===== config.mk =====
export PLATFORM = sky130hd
export DESIGN_NAME = prio_irq_ctrl
export DESIGN_NICKNAME = d
export VERILOG_FILES = /design/src/rtl/prio_irq_ctrl.sv
export SDC_FILE = /design/constraint.sdc
export NUM_CORES = 1
export LEC_CHECK = 0
export BUFFER_PORTS_ARGS = -buffer_cell sky130_fd_sc_hd__buf_2
export CAP_MARGIN = 15
export CORE_AREA = 2 2 39 41
export CTS_CLUSTER_DIAMETER = 150
export DETAILED_ROUTE_END_ITERATION = 12
export DIE_AREA = 0 0 41 43
export PLACE_DENSITY = 0.66
export SLEW_MARGIN = 10
export SYNTH_ARGS = -nofsm -noshare
export SYNTH_HDL_FRONTEND = slang
export SYNTH_SLANG_ARGS = --single-unit

===== constraint.sdc =====
create_clock -name clk -period 1.2 [get_ports clk]
set_clock_uncertainty 0.2 [all_clocks]
set_input_delay 0.24 -clock clk [delete_from_list [all_inputs] [get_ports clk]]
set_output_delay 0.24 -clock clk [all_outputs]
set_load 0.01 [all_outputs]

===== src/rtl/prio_irq_ctrl.sv =====
module prio_irq_ctrl #(
  parameter logic [2:0] MASK_INIT = 3'b111
) (
  input  logic       clk,
  input  logic       rst_n,
  input  logic       nmi_req,
  input  logic       req_hi,
  input  logic       req_mid,
  input  logic       req_lo,
  input  logic       mask_wr,
  input  logic [2:0] mask_wdata,
  input  logic       clr_hi_pend,
  input  logic       ie_set,
  input  logic       ie_clr,
  input  logic       ret,
  input  logic       ack,
  output logic       irq,
  output logic       irq_valid,
  output logic [1:0] irq_id,
  output logic [2:0] stat_mask,
  output logic [3:0] stat_pend,
  output logic       stat_ie,
  output logic       in_service
);

  logic nmi_prev, hi_prev, nmi_p, hi_p, ie, in_svc;
  logic [2:0] mask;
  logic [2:0] cand;
  logic take;

  wire nmi_rise = nmi_req & ~nmi_prev;
  wire hi_rise  = req_hi & ~hi_prev;

  assign cand = {hi_p, req_mid, req_lo} & ~mask;

  always_comb begin
    irq    = 1'b0;
    irq_id = 2'd0;
    if (nmi_p) begin
      irq    = 1'b1;
      irq_id = 2'd3;
    end else if (ie && cand != 3'b000) begin
      irq = 1'b1;
      if (cand[2])      irq_id = 2'd2;
      else if (cand[1]) irq_id = 2'd1;
      else              irq_id = 2'd0;
    end
  end

  assign irq_valid = irq;
  assign take      = ack & irq;

  always_ff @(posedge clk) begin
    if (!rst_n) begin
      nmi_prev <= 1'b1;
      hi_prev  <= 1'b1;
      nmi_p    <= 1'b0;
      hi_p     <= 1'b0;
      ie       <= 1'b0;
      in_svc   <= 1'b0;
      mask     <= MASK_INIT;
    end else begin
      nmi_prev <= nmi_req;
      hi_prev  <= req_hi;
      nmi_p    <= nmi_rise | (nmi_p & ~(take && irq_id == 2'd3));
      hi_p     <= hi_rise | (hi_p & ~(take && irq_id == 2'd2) & ~(mask_wr & clr_hi_pend));
      if (mask_wr) mask <= mask_wdata;
      if (take)        ie <= 1'b0;
      else if (ie_clr) ie <= 1'b0;
      else if (ie_set) ie <= 1'b1;
      if (take)     in_svc <= 1'b1;
      else if (ret) in_svc <= 1'b0;
    end
  end

  assign stat_mask  = mask;
  assign stat_pend  = {nmi_p, hi_p, req_mid, req_lo};
  assign stat_ie    = ie;
  assign in_service = in_svc;


  nmi_seen_chk: assert property (@(posedge clk) disable iff (!rst_n)
    (nmi_req && !nmi_prev) |=> (irq && irq_id == 2'd3));


  masked_block_chk: assert property (@(posedge clk) disable iff (!rst_n)
    (irq && irq_id != 2'd3) |-> !stat_mask[irq_id]);


  mask_load_chk: assert property (@(posedge clk) disable iff (!rst_n)
    mask_wr |=> (stat_mask == $past(mask_wdata)));


  ie_gate_chk: assert property (@(posedge clk) disable iff (!rst_n)
    (!stat_ie && !stat_pend[3]) |-> !irq);


  ack_clear_chk: assert property (@(posedge clk) disable iff (!rst_n)
    (ack && irq) |=> (!stat_ie && in_service));

endmodule


==> results.json, run 1 <==
{
  "status": "complete, but fails checks",
  "violations": "setup timing",
  "grt_antenna_before_repair": 0,
  "hold_violations": 0,
  "syn_area_per_cell_um2": 9.40,
  "synth_nets": 60,
  "synth-seq-area-share": 0.426,
  "layout.cells.non_filler": 99,
  "clockRootBuffer": "clkbuf_4",
  "fillCellCount": 124,
  "fin_crit_sh": 1.31,
  "dr_wl_met2_um": 664,
  "wl_mm": 1.14,
  "power-per-cell-area_mw_per_mm2": 919,
  "endpoint_kind": "primary output",
  "min_path_type": "input pin to register",
  "ys_types": 18,
  "ant_nets": 0,
  "drc": 0,
  "cts_sinks": 9,
  "power.total_mw": 0.704,
  "grt_pass1_wl_mm": 1.57,
  "dieWidth_um": 41,
  "syn_area_um2": 423,
  "first_global_vias": 399,
  "p_leak_nw": 0.395,
  "cts-buffers-inserted": 3,
  "portBuffers": 27,
  "tightest_slew_ns": 0.303,
  "first_pass_iters": 2,
  "clockBufferDepth": 2,
  "cts_tree": "built",
  "fp-row-count": 14,
  "place.gp.congestion": 0.650,
  "slew_headroom": 0.796,
  "initial_core_util": 0.306,
  "highest-signal-layer": "met3",
  "crit_slowest_cell": "dfxtp_2",
  "dieArea_mm2": 0.00176,
  "finalCriticalPeriod_ns": 1.57,
  "synthCells": 45,
  "crit_type": "register to primary output",
  "grt_max_degree": 10,
  "cts.htree.levels": 1,
  "report.final.slew_viol_count": 0,
  "critical_path_required_ns": 0.76,
  "drive_gt1_frac": 0.590,
  "pin_count": 28,
  "clock_latency_ns": 0.25,
  "final_common_cell": "buf_2",
  "vias": 446,
  "crit_arrival_ns": 1.13,
  "crit_fanout": 3,
  "holdWs_ns": 0.0156,
  "setup_viol_count_final": 10,
  "overflow": 0,
  "syn_to_final_growth_pct": 81.1,
  "globalRouteTotalUtil": 0.138,
  "critPathMaxStageDelay_ns": 0.31,
  "ys_warn_count": 0,
  "start_kind": "register",
  "rsz0062_at_grt": "yes",
  "fmax_ghz": 0.637,
  "worstPathCellList": "nor2b_4 > a21o_1 > nand2b_4 > buf_6",
  "die_h_um": 43,
  "ir_drop_v": 0.000326,
  "wl_met1_um": 435,
  "vias_per_cell": 4.51,
  "fin_nets": 99,
  "core_mm2": 0.00138,
  "final_cell_mix": "19 x buf_2, 11 x buf_6, 6 x nand2_1, 6 x buf_4",
  "path_clk_slew_ns": 0.06,
  "drt_iter0_drc": 1,
  "ys_seq_elements": 9,
  "dp_cells": 88,
  "max_cap_violations": 0,
  "post_drt_wl_per_cell_um": 11.5,
  "num_antenna_cells": 0,
  "setup_slack_ns": -0.370,
  "wl_met3_um": 40
}
==> logic make-up (layout without fill, tap and decap cells) <==
kind of cell,after synthesis,count (layout),share of synthesized area
simple gates,17,17,0.237
flops,9,9,0.426
compound gates,8,8,0.151
buf+inv,8,46,0.115
mux,3,3,0.0710
==> through the flow <==
| step | utilization | setup slack, ns | setup TNS, ns | cell area, um^2 |
|---|---|---|---|---|
| 4_1_cts | 0.536 | -0.358 | -1.85 | 742 |
| 2_1_floorplan | - | -0.134 | -0.267 | 449 |
| 6_report | 0.553 | -0.370 | -1.91 | 766 |
| 3_5_place_dp | 0.434 | -0.157 | -0.682 | 601 |
| 5_1_grt | 0.553 | -0.420 | -2.40 | 766 |
| 3_3_place_gp | 0.434 | -0.151 | -0.672 | 601 |
==> worst max-delay path, delay by kind of cell, from the launching register on <==
kind	cells	cell delay (ns)
flops	1	0.31
simple gates	2	0.27
compound gates	1	0.17
buf+inv	1	0.12
==> synth_stat cells <==
cell type	instances	area [um^2]
and4bb_1	1	12.5
and2_1	1	6.26
a21o_1	1	7.51
o21ai_0	2	10.0
buf_4	5	37.5
inv_1	3	11.3
nor2b_1	4	25.0
dfxtp_1	9	180
a21boi_0	1	7.51
mux2i_1	3	30.0
nand4bb_1	1	11.3
a32oi_1	1	8.76
nand2_1	6	22.5
o22ai_1	1	6.26
o41ai_2	1	16.3
nor2_1	1	3.75
nand2b_1	3	18.8
o21a_1	1	7.51
==> power breakdown <==
part	internal, mW	switching (mW)	total (mW)	leakage [nW]
combinational	0.0969	0.0588	0.156	0.305
sequential	0.312	0.0132	0.325	0.0754
clock	0.127	0.0953	0.223	0.0150
total	0.536	0.167	0.704	0.395
==> repair_timing <==
item                                    CTS  global route
gates resized for setup                  16             3
hold endpoints to repair                  3             0
setup buffers                             2             2
pin swaps                                 1             1
endpoints found under the setup margin   13            14
hold buffers                              3             0
==> sequential cells by signal, summed over array words and instances (netlist names) <==
| signal | count |
|---|---|
| stat_ie | 1 |
| stat_mask | 3 |
| nmi_prev | 1 |
| in_service | 1 |
| hi_prev | 1 |
| nmi_p | 1 |
| hi_p | 1 |
==> cell type report <==
cell class	count	area [um^2]	area share
repair buffers	39	297	0.387
multi-input cells	28	216	0.283
flip-flops and latches	9	195	0.255
clock buffers	4	26.3	0.0343
well taps	16	20.0	0.0261
inverters	3	11.3	0.0147
==> final timing paths <==
kind                      start      endpoint  slack [ns]  cells after the start
setup / recovery           hi_p           irq       -0.37                      4
hold reg to reg      in_service    in_service        0.28                      2
setup reg to reg           hi_p       stat_ie       -0.21                      4
hold / removal    mask_wdata[0]  stat_mask[0]        0.02                      3
==> routing by layer <==
metal / track usage / vias to the layer above
li1: - / 225
met1: 0.129 / 208
met2: 0.238 / 13
met3: 0.0314 / 0
met4: 0.100 / 0
met5: 0 / -
No activity file was read; power rests on OpenSTA's default activity.
==> run 2, diff against run 1 <==
- PLACE_DENSITY: 0.66 -> 0.69
==> results.json, run 2 (synthesized netlist as in run 1, its figures left out) <==
{
  "status": "complete, but fails checks",
  "violations": "setup timing",
  "vias": 434,
  "post_drt_wl_per_cell_um": 10.9,
  "crit_arrival_ns": 1.11,
  "grt_antenna_before_repair": 0,
  "clock_latency_ns": 0.25,
  "setup_slack_ns": -0.355,
  "crit_type": "register to primary output",
  "cts_sinks": 9,
  "globalRouteTotalUtil": 0.129,
  "holdWs_ns": 0.0103,
  "largest_reg_flops": 3,
  "worst-r2r-cell-count": 5,
  "first_pass_iters": 4,
  "hold_violations": 0,
  "num_antenna_cells": 0,
  "ff2ff_setup_slack_ns": -0.11,
  "final_common_cell": "buf_2",
  "clockBufferDepth": 2,
  "drt_iter0_drc": 2,
  "overflow": 0,
  "report.final.slew_viol_count": 0,
  "crit-reg2reg-launch": "stat_ie",
  "rsz0062_at_grt": "yes",
  "final_cell_mix": "20 x buf_2, 12 x buf_6, 6 x nand2_1, 4 x dfxtp_2",
  "fp-row-count": 14,
  "fin_crit_sh": 1.30,
  "grt_max_degree": 10,
  "fin_nets": 97,
  "r2r-end": "stat_ie",
  "p_leak_nw": 0.386,
  "ant_nets": 0,
  "hold_end": "stat_mask[0]",
  "die_h_um": 43,
  "hpwlAfterDp_um": 752,
  "critical_path_required_ns": 0.76,
  "clockRootBuffer": "clkbuf_4",
  "tightest_slew_ns": 0.260,
  "layout.cells.non_filler": 97,
  "portBuffers": 27,
  "cts.htree.levels": 1,
  "vias_per_cell": 4.47,
  "drc": 0,
  "dieArea_mm2": 0.00176,
  "dp_cells": 88,
  "finish.utilization": 0.553,
  "slew_headroom": 0.826,
  "drive_gt1_frac": 0.630,
  "placed_cell_area_um2": 601,
  "max_cap_violations": 0,
  "initial_core_util": 0.306,
  "min_path_type": "input pin to register",
  "dieWidth_um": 41,
  "start_kind": "register",
  "syn_to_final_growth_pct": 81.1,
  "min_from": "mask_wdata[0]",
  "path_clk_slew_ns": 0.06,
  "finalCriticalPeriod_ns": 1.55,
  "cts_tree": "built",
  "power-per-cell-area_mw_per_mm2": 918,
  "fmax_ghz": 0.643,
  "endpoint_kind": "primary output",
  "place_ws_ns": -0.186,
  "core_mm2": 0.00138,
  "stdcell_area_um2": 766,
  "wl_mm": 1.06,
  "pin_count": 28,
  "cts-buffers-inserted": 3,
  "crit_path_start": "hi_p",
  "ir_drop_v": 0.000485,
  "whs_path_depth": 3,
  "setup_viol_count_final": 13,
  "place.gp.congestion": 0.614,
  "first_global_vias": 391,
  "crit_fanout": 2,
  "grt_pass1_wl_mm": 1.50
}
[run 2: stage by stage]
stage	power (mW)	setup TNS, ns
floorplan	0.391	-0.267
global placement	0.444	-0.664
detailed placement	0.446	-0.760
CTS	0.715	-2.11
global route	0.751	-2.31
finish	0.703	-1.74
[run 2: power by group]
group / internal (mW) / total [mW] / switching [mW]
logic: 0.0966 / 0.156 / 0.0598
clock network: 0.127 / 0.220 / 0.0925
registers: 0.314 / 0.327 / 0.0133
[run 2: per-layer routing]
layer,wire (um),track usage,share of wire,vias to the layer above
met5,0,0,0,-
met4,0,0.100,0,0
met3,60,0.0157,0.057,0
met2,574,0.228,0.54,17
met1,422,0.120,0.40,193
li1,-,-,-,224
[run 2: timing repair]
item                       in CTS  in global routing
hold buffers                    2                  0
pin swaps                       3                  4
buffers inserted                4                  1
gates cloned                    0                  0
setup endpoints to repair      13                 13
hold endpoints to repair        2                  0
gates resized for setup        19                  6
[run 2: worst max-delay path by stage]
| stage | endpoint | slack (ns) |
|---|---|---|
| floorplan | irq_valid | -0.13 |
| detailed placement | irq | -0.19 |
| global placement | irq_valid | -0.14 |
| global route | irq_valid | -0.39 |
| finish | irq | -0.35 |
| CTS | irq | -0.37 |
[run 2: final cells by class]
class	instances	area (um^2)
fill	137	618
timing repair buffer	37	278
multi-input combinational	28	238
sequential	9	193
clock buffer	4	26.3
tap	16	20.0
inverter	3	11.3
[run 2: worst max-delay path, cell delays in order (launching register included)]
cell	delay, ns
dfxtp_2	0.32
nor2b_4	0.12
a21o_1	0.16
nand2b_4	0.15
buf_6	0.12
